**config.mk**
```make
export PLATFORM = sky130hd
export DESIGN_NAME = eep_page_writer
export DESIGN_NICKNAME = d
export VERILOG_FILES = /design/src/rtl/eep_pkg.sv /design/src/rtl/eep_page_ctr.sv /design/src/rtl/eep_poll_ctr.sv /design/src/rtl/eep_cmd_fmt.sv /design/src/rtl/eep_page_writer.sv
export SDC_FILE = /design/constraint.sdc
export NUM_CORES = 1
export LEC_CHECK = 0
export BUFFER_PORTS_ARGS = -buffer_cell sky130_fd_sc_hd__buf_4
export CORE_AREA = 4 4 138 140
export CTS_CLUSTER_DIAMETER = 120
export DETAILED_ROUTE_END_ITERATION = 16
export DIE_AREA = 0 0 142 144
export SLEW_MARGIN = 15
export SYNTH_ARGS = -nofsm -noshare
export SYNTH_HDL_FRONTEND = slang
export SYNTH_SLANG_ARGS = --single-unit
```
**constraint.sdc**
```tcl
create_clock -name clk -period 4.5 [get_ports clk]
set_input_delay 0.9 -clock clk [delete_from_list [all_inputs] [get_ports clk]]
set_output_delay 0.9 -clock clk [all_outputs]
set_load 0.01 [all_outputs]
```
**src/rtl/eep_pkg.sv**
```systemverilog
package eep_pkg;

  localparam int EA_W = 16;

  typedef enum logic [1:0] {
    OP_NONE     = 2'd0,
    OP_START_WR = 2'd1,
    OP_WRITE    = 2'd2,
    OP_STOP     = 2'd3
  } op_e;

  typedef enum logic [2:0] {
    PH_SEL,
    PH_AHI,
    PH_ALO,
    PH_DAT,
    PH_STOP
  } phase_e;

  typedef enum logic [1:0] {
    ST_IDLE,
    ST_ISSUE,
    ST_WAIT
  } state_e;

  typedef enum logic [1:0] {
    END_OK,
    END_BUSERR,
    END_TIMEOUT
  } end_e;

endpackage

```
**src/rtl/eep_page_ctr.sv**
```systemverilog
module eep_page_ctr #(
  parameter int PAGE_BYTES = 32
) (
  input  logic        clk,
  input  logic        rst_n,
  input  logic        load,
  input  logic [15:0] len_in,
  input  logic [15:0] base_in,
  input  logic        step_byte,
  input  logic        step_page,
  output logic [15:0] buf_idx,
  output logic [15:0] ee_addr,
  output logic        page_last_byte,
  output logic        run_last_page
);
  localparam int          IDX_W  = $clog2(PAGE_BYTES);
  localparam logic [16:0] PAGE_W = 17'(PAGE_BYTES);

  logic [15:0]      off_q, len_q, base_q;
  logic [IDX_W-1:0] idx_q;
  logic [16:0]      cur_w, nxt_off_w;

  always_comb begin
    cur_w          = {1'b0, off_q} + 17'(idx_q);
    nxt_off_w      = {1'b0, off_q} + PAGE_W;
    buf_idx        = cur_w[15:0];
    ee_addr        = base_q + off_q;
    page_last_byte = (idx_q == IDX_W'(PAGE_BYTES - 1)) ||
                     ((cur_w + 17'd1) == {1'b0, len_q});
    run_last_page  = (nxt_off_w >= {1'b0, len_q});
  end

  always_ff @(posedge clk) begin
    if (!rst_n) begin
      off_q  <= '0;
      idx_q  <= '0;
      len_q  <= '0;
      base_q <= '0;
    end else if (load) begin
      off_q  <= '0;
      idx_q  <= '0;
      len_q  <= len_in;
      base_q <= base_in;
    end else if (step_page) begin
      off_q  <= nxt_off_w[15:0];
      idx_q  <= '0;
    end else if (step_byte) begin
      idx_q  <= idx_q + 1'b1;
    end
  end
endmodule

```
**src/rtl/eep_poll_ctr.sv**
```systemverilog
module eep_poll_ctr #(
  parameter int LIMIT = 1024,
  parameter int CNT_W = 16
) (
  input  logic             clk,
  input  logic             rst_n,
  input  logic             clr,
  input  logic             inc,
  output logic [CNT_W-1:0] cnt,
  output logic             last_try
);
  logic [CNT_W-1:0] cnt_q;

  assign cnt      = cnt_q;
  assign last_try = (cnt_q == CNT_W'(LIMIT - 1));

  always_ff @(posedge clk) begin
    if (!rst_n)                 cnt_q <= '0;
    else if (clr)               cnt_q <= '0;
    else if (inc && !last_try)  cnt_q <= cnt_q + 1'b1;
  end
endmodule

```
**src/rtl/eep_cmd_fmt.sv**
```systemverilog
module eep_cmd_fmt
  import eep_pkg::*;
(
  input  phase_e      phase,
  input  logic [6:0]  dev,
  input  logic [15:0] ee_addr,
  input  logic [7:0]  data,
  output op_e         op,
  output logic [7:0]  byte_o
);
  always_comb begin
    op     = OP_NONE;
    byte_o = 8'h00;
    case (phase)
      PH_SEL:  begin op = OP_START_WR; byte_o = {dev, 1'b0};    end
      PH_AHI:  begin op = OP_WRITE;    byte_o = ee_addr[15:8];  end
      PH_ALO:  begin op = OP_WRITE;    byte_o = ee_addr[7:0];   end
      PH_DAT:  begin op = OP_WRITE;    byte_o = data;           end
      PH_STOP: begin op = OP_STOP;     byte_o = 8'h00;          end
      default: begin op = OP_NONE;     byte_o = 8'h00;          end
    endcase
  end
endmodule

```
**src/rtl/eep_page_writer.sv**
```systemverilog
module eep_page_writer
  import eep_pkg::*;
#(
  parameter int PAGE_BYTES = 32,
  parameter int POLL_LIMIT = 1024,
  parameter int POLL_W     = 16
) (
  input  logic        clk,
  input  logic        rst_n,
  input  logic        go,
  input  logic [6:0]  dev_sel,
  input  logic [15:0] ee_base,
  input  logic [15:0] xfer_len,
  output logic        busy,
  output logic        done,
  output logic        bus_err,
  output logic        timeout,
  output logic [15:0] mem_raddr,
  input  logic [7:0]  mem_rdata,
  output logic        cmd_valid,
  input  logic        cmd_ready,
  output logic [1:0]  cmd_op,
  output logic [7:0]  cmd_byte,
  input  logic        rsp_valid,
  input  logic        rsp_ack
);
  state_e state_q;
  phase_e phase_q;
  end_e   end_q;
  logic   primed_q, sel_ok_q, done_q, err_q, to_q;
  logic [6:0] dev_q;

  logic accept_go, rsp_in;
  logic step_byte, step_page, poll_inc, poll_clr;
  logic page_last_byte, run_last_page, poll_last;
  logic [15:0] ee_addr;
  logic [POLL_W-1:0] poll_cnt;
  op_e  op_w;

  assign accept_go = go && (state_q == ST_IDLE);
  assign rsp_in    = (state_q == ST_WAIT) && rsp_valid;
  assign step_byte = rsp_in && (phase_q == PH_DAT) && rsp_ack && !page_last_byte;
  assign step_page = rsp_in && (phase_q == PH_STOP) && (end_q == END_OK) && !run_last_page;
  assign poll_inc  = rsp_in && (phase_q == PH_SEL) && !rsp_ack;
  assign poll_clr  = accept_go || step_page;

  eep_page_ctr #(.PAGE_BYTES(PAGE_BYTES)) u_page (
    .clk            (clk),
    .rst_n          (rst_n),
    .load           (accept_go),
    .len_in         (xfer_len),
    .base_in        (ee_base),
    .step_byte      (step_byte),
    .step_page      (step_page),
    .buf_idx        (mem_raddr),
    .ee_addr        (ee_addr),
    .page_last_byte (page_last_byte),
    .run_last_page  (run_last_page)
  );

  eep_poll_ctr #(.LIMIT(POLL_LIMIT), .CNT_W(POLL_W)) u_poll (
    .clk      (clk),
    .rst_n    (rst_n),
    .clr      (poll_clr),
    .inc      (poll_inc),
    .cnt      (poll_cnt),
    .last_try (poll_last)
  );

  eep_cmd_fmt u_fmt (
    .phase   (phase_q),
    .dev     (dev_q),
    .ee_addr (ee_addr),
    .data    (mem_rdata),
    .op      (op_w),
    .byte_o  (cmd_byte)
  );

  assign cmd_op    = op_w;
  assign cmd_valid = (state_q == ST_ISSUE);
  assign busy      = (state_q != ST_IDLE);
  assign done      = done_q;
  assign bus_err   = err_q;
  assign timeout   = to_q;

  always_ff @(posedge clk) begin
    if (!rst_n) begin
      state_q  <= ST_IDLE;
      phase_q  <= PH_SEL;
      end_q    <= END_OK;
      primed_q <= 1'b0;
      sel_ok_q <= 1'b0;
      done_q   <= 1'b0;
      err_q    <= 1'b0;
      to_q     <= 1'b0;
      dev_q    <= '0;
    end else begin
      case (state_q)
        ST_IDLE: begin
          if (go) begin
            done_q   <= (xfer_len == 16'd0);
            err_q    <= 1'b0;
            to_q     <= 1'b0;
            dev_q    <= dev_sel;
            phase_q  <= PH_SEL;
            end_q    <= END_OK;
            sel_ok_q <= 1'b0;
            if (xfer_len != 16'd0) state_q <= ST_ISSUE;
          end
        end
        ST_ISSUE: begin
          if (cmd_ready) state_q <= ST_WAIT;
        end
        ST_WAIT: begin
          if (rsp_valid) begin
            state_q <= ST_ISSUE;
            case (phase_q)
              PH_SEL: begin
                if (rsp_ack) begin
                  phase_q  <= PH_AHI;
                  sel_ok_q <= 1'b1;
                end else if (!primed_q) begin
                  end_q   <= END_BUSERR;
                  phase_q <= PH_STOP;
                end else if (poll_last) begin
                  end_q   <= END_TIMEOUT;
                  phase_q <= PH_STOP;
                end
              end
              PH_AHI: begin
                if (rsp_ack) phase_q <= PH_ALO;
                else begin end_q <= END_BUSERR; phase_q <= PH_STOP; end
              end
              PH_ALO: begin
                if (rsp_ack) phase_q <= PH_DAT;
                else begin end_q <= END_BUSERR; phase_q <= PH_STOP; end
              end
              PH_DAT: begin
                if (!rsp_ack) begin
                  end_q   <= END_BUSERR;
                  phase_q <= PH_STOP;
                end else if (page_last_byte) begin
                  phase_q <= PH_STOP;
                end
              end
              PH_STOP: begin
                if (sel_ok_q) primed_q <= 1'b1;
                sel_ok_q <= 1'b0;
                phase_q  <= PH_SEL;
                if (end_q == END_OK) begin
                  if (run_last_page) begin
                    done_q  <= 1'b1;
                    state_q <= ST_IDLE;
                  end
                end else begin
                  err_q   <= (end_q == END_BUSERR);
                  to_q    <= (end_q == END_TIMEOUT);
                  state_q <= ST_IDLE;
                end
              end
              default: phase_q <= PH_SEL;
            endcase
          end
        end
        default: state_q <= ST_IDLE;
      endcase
    end
  end
endmodule

```
==> run summary <==
The run finished with clean final reports. Summed over all nets, the half-perimeter wirelength after detailed placement is 11210 µm. In this run the mean area of a mapped cell was 7.881 µm².

Global routing consumed, over all layers together, 14.62% of the routing resources. Traced cell by cell, the critical path runs through ha_1 > fa_1 > a21o_1 > a21oi_1 > o211ai_1 > and2_1 > xor2_1 > nand2_1 > a221oi_1 > buf_4. The leakage power of the design came out at 2.462 nW. The number of antenna violations at the first check in global routing was 0. The critical path launch point type is a flip-flop. The number of max-slew violations in the final report was 0. The number of rows created at floorplan came out at 49. In this run, the combinational gates consume between 10% and 20% of the power. Among all stages on the critical path, the largest delay is contributed by sky130_fd_sc_hd__dfxtp_1. The power spent charging and discharging nets came out at 0.4699 mW. The synthesis-to-layout area growth came out at 21.31%. The share of cells above drive strength 1 is 16.74%. The non-filler instance count after layout is 940.

Among all flip-flop cells after synthesis, the most frequent one is sky130_fd_sc_hd__dfxtp_1. From bottom edge to top edge, the die measures 144 µm. Power comes to between 1.5 and 2 mW. The number of levels in the clock H-tree is 3. The number of setup violations in the final report is 0. In this run, placement finished with an instance count of 924.

The power density over the cells is 301.7 mW/mm². The internal power of the cells is approximately 1.4 mW. The post-synth net total came out at 728. The share of flip-flops with an asynchronous set or reset after synthesis came out at 0%. The total of warnings raised by yosys came out at 0. The number of enable-type register cells in the synthesized netlist is 0. The number of CTS-inserted buffers is 9.

The wire length of the first global-routing pass is ~24000 µm. The fraction of power spent switching nets is 25.10%. Setup repair after global routing left no endpoint under its margin. The setup total negative slack came out at 0 ns. The root buffer cell chosen for the clock tree is sky130_fd_sc_hd__clkbuf_16. The minimum clock period after layout came out at 3.962 ns. Once detail routing completed, the nets flagged for antenna violations numbered 0. The post-route worst hold slack is approximately 0.45 ns. The worst-margin pin slew came out at about 0.85 ns. The total placed instance area came out at 0.005863 mm². The number of clock sinks is 83. The maximum number of pins on one net before global-route repair came out at 47. The final net count is 785.

The number of hold buffers added after cts is 0. The worst clock skew on the final layout came out at 0.005235 ns. The floorplan step defined a die boundary enclosing 0.02045 mm². The final count of hold timing violations is 0. The clock share of power is 45.8%. The area of the mapped netlist is 0.005115 mm². The share of the clock period used by the worst path after layout is 88.03%.

The number of library cell types mapped by synthesis came out at 67. TritonCTS built the clock tree. The signal arrival time at the worst endpoint came out at 3.06 ns. The number of global-route vias before repair is 4536. The first detailed-routing pass ran for 7 iterations.

Sequential cells burn a little over two fifths of the power. The post-CTS setup repair buffer count is 0. Summing over every cut layer, the via total after detailed routing is 4731. The detail-routed net length per standard cell came out at around 16 µm. After synthesis, flip-flops and latches occupy 32.49% of the total area. The count of input and output buffers is 83. The clock insertion delay at the later pin of the skew report came out at roughly 0.34 ns.

The horizontal extent of the die came out at 142 µm. The total overflow left after global routing is 0. The number of fill cells in the layout is 1883. The region available for standard cell placement spans 0.01784 mm². The worst pin sits at a relative slew slack of between 40% and 50%.

The number of gates given a new drive strength after cts is 0. The number of antenna repair diodes is 0. The critical path endpoint category is an output port. The maximum cell stage delay along the critical path came out at 0.44 ns. The routed wire length is 14770 µm.

The required time at the endpoint of the critical path is roughly 3.6 ns. After technology mapping, the gate count stands at roughly 650. The critical setup path kind is reg -> out. The final weighted congestion of routability-driven global placement is between 0.8 and 0.9. The I/O pin count is 84. The number of buffers between clock root and the deepest sink is 2.

The max-capacitance violation count is 0. Static timing analysis puts the maximum clock frequency at 252.4 MHz. In the routed layout, each cell is associated on average with a via count of 5.033. The area of all placed cells without fillers came out at 0.006205 mm². The number of design-rule violations left by the first detailed-router iteration came out at ~340. The clock transition time at the flip-flop clock pins of the worst setup and hold paths is 0.06 ns.

The starting density of the core is 28.67%. Counting flops and latches in the post-synthesis netlist gives 83. The class of the worst hold path is reg -> reg.

Along the worst path, the maximum fanout reaches 10. The worst vdd rail ir drop came out at 0.1898 mV. The post-route DRC violation count came out at 0.
-- through the flow --
stage	util, %	setup WS (ns)
floorplan	-	1.116
global placement	32.86	0.8479
detailed placement	32.86	0.7208
CTS	34.78	0.5259
global route	34.78	0.3193
finish	34.78	0.5385
-- area by class of cell --
cell class                 count  area (µm²)  area share, %
clock buffer                   9       225.2          3.630
timing repair buffer          86       645.6          10.41
sequential                    83        1662          26.78
multi-input combinational    504        3187          51.36
clock inverter                 7       116.4          1.875
inverter                      22       82.58          1.331
tap                          229       286.5          4.618
-- power by group through the flow --
stage          combinational, mW  sequential [mW]  clock (mW)
4_1_cts                    0.234            0.783       0.878
3_3_place_gp               0.232            0.800           0
3_5_place_dp               0.233            0.800           0
6_report                   0.232            0.784       0.856
2_1_floorplan              0.145            0.792           0
5_1_grt                    0.260            0.787       0.908
-- worst max-delay path, delay by kind of cell, from the launching register on --
| family | cells | cell delay [ns] |
|---|---|---|
| buffers and inverters | 1 | 0.18 |
| XOR/XNOR | 1 | 0.20 |
| AO/OA/AOI/OAI | 4 | 0.89 |
| flip-flops | 1 | 0.44 |
| AND/OR/NAND/NOR | 2 | 0.31 |
| adder cells (fa/ha/maj) | 2 | 0.71 |
-- routing by layer --
metal | track usage (%) | wire length [µm]
met1 | 20.00 | 6971
met2 | 23.53 | 6960
met3 | 3.175 | 672
met4 | 3.636 | 167
met5 | 0 | 0
-- cell usage after synthesis, types with 2 or more instances --
master,instances,area [µm²]
sky130_fd_sc_hd__nor3_1,18,90.09
sky130_fd_sc_hd__nand2b_1,2,12.51
sky130_fd_sc_hd__o41ai_1,2,17.52
sky130_fd_sc_hd__o2111ai_1,2,17.52
sky130_fd_sc_hd__nand3_4,2,35.03
sky130_fd_sc_hd__a21oi_1,64,320.3
sky130_fd_sc_hd__clkbuf_1,24,90.09
sky130_fd_sc_hd__a2111oi_0,2,17.52
sky130_fd_sc_hd__mux4_2,3,67.56
sky130_fd_sc_hd__inv_1,21,78.83
sky130_fd_sc_hd__ha_1,25,312.8
sky130_fd_sc_hd__xor2_1,30,262.8
sky130_fd_sc_hd__mux2i_1,4,40.04
sky130_fd_sc_hd__nand2_1,113,424.2
sky130_fd_sc_hd__o21ai_0,15,75.07
sky130_fd_sc_hd__a21o_1,8,60.06
sky130_fd_sc_hd__nand4_1,14,87.58
sky130_fd_sc_hd__o21ai_1,2,10.01
sky130_fd_sc_hd__nor4_1,9,56.30
sky130_fd_sc_hd__o31ai_1,5,37.54
sky130_fd_sc_hd__xnor2_1,35,306.5
sky130_fd_sc_hd__nor2_1,52,195.2
sky130_fd_sc_hd__and3_1,6,37.54
sky130_fd_sc_hd__o211ai_1,6,45.04
sky130_fd_sc_hd__dfxtp_1,83,1662
sky130_fd_sc_hd__or3_1,5,31.28
sky130_fd_sc_hd__buf_1,2,7.510
sky130_fd_sc_hd__mux2_2,3,33.78
sky130_fd_sc_hd__a31oi_1,4,25.02
sky130_fd_sc_hd__o22ai_1,2,12.51
sky130_fd_sc_hd__a211oi_1,3,22.52
sky130_fd_sc_hd__buf_4,4,30.03
sky130_fd_sc_hd__nor2b_1,6,37.54
sky130_fd_sc_hd__buf_2,9,45.04
sky130_fd_sc_hd__and4_1,4,35.03
sky130_fd_sc_hd__o21a_1,2,15.01
sky130_fd_sc_hd__nand3b_1,4,30.03
sky130_fd_sc_hd__nor3b_1,3,22.52
sky130_fd_sc_hd__or4_1,4,30.03
sky130_fd_sc_hd__and2_1,3,18.77
sky130_fd_sc_hd__nand3_1,18,90.09
-- cell families after synthesis --
logic type | Yosys count | synth area share, %
fa+ha+maj | 26 | 6.507
simple gates | 271 | 25.59
mux | 10 | 2.764
buf+inv | 62 | 5.210
compound gates | 132 | 16.32
flops | 83 | 32.49
xor+xnor | 65 | 11.13
-- registers in the layout, indices dropped and copies added, names as in the netlist, 2 cells and up --
name and count:
u_page.idx_q 5, u_poll.cnt 16, end_q 2, u_page.base_q 16
u_page.len_q 16, u_page.off_q 11, state_q 2, phase_q 3
dev_q 7
-- cell usage in the layout, fill, tap and decap left out, types with 5 or more instances in the layout --
cell type	n
sky130_fd_sc_hd__a21o_1	8
sky130_fd_sc_hd__nor3_1	18
sky130_fd_sc_hd__nand2_1	113
sky130_fd_sc_hd__nand3_1	18
sky130_fd_sc_hd__o21ai_0	15
sky130_fd_sc_hd__and3_1	6
sky130_fd_sc_hd__dfxtp_1	83
sky130_fd_sc_hd__ha_1	25
sky130_fd_sc_hd__a21oi_1	64
sky130_fd_sc_hd__nand4_1	14
sky130_fd_sc_hd__o211ai_1	6
sky130_fd_sc_hd__xnor2_1	35
sky130_fd_sc_hd__nor2b_1	6
sky130_fd_sc_hd__nor2_1	52
sky130_fd_sc_hd__o31ai_1	5
sky130_fd_sc_hd__clkbuf_16	9
sky130_fd_sc_hd__xor2_1	30
sky130_fd_sc_hd__buf_4	86
sky130_fd_sc_hd__inv_1	21
sky130_fd_sc_hd__or3_1	5
sky130_fd_sc_hd__nor4_1	9
-- worst paths after layout --
path                                        end                           from  cells past startpoint  slack (ns)
hold / removal    u_page.base_q[4]$_SDFFE_PN0P_  u_page.base_q[4]$_SDFFE_PN0P_                      2        0.45
hold reg to reg   u_page.base_q[4]$_SDFFE_PN0P_  u_page.base_q[4]$_SDFFE_PN0P_                      2        0.45
setup / recovery                    cmd_byte[5]   u_page.off_q[5]$_SDFFE_PP0P_                     10        0.54
setup reg to reg    u_poll.cnt[11]$_SDFFE_PP0P_   u_page.off_q[5]$_SDFFE_PP0P_                     12        0.65
Note: power is estimated with default switching activity, not from simulation.
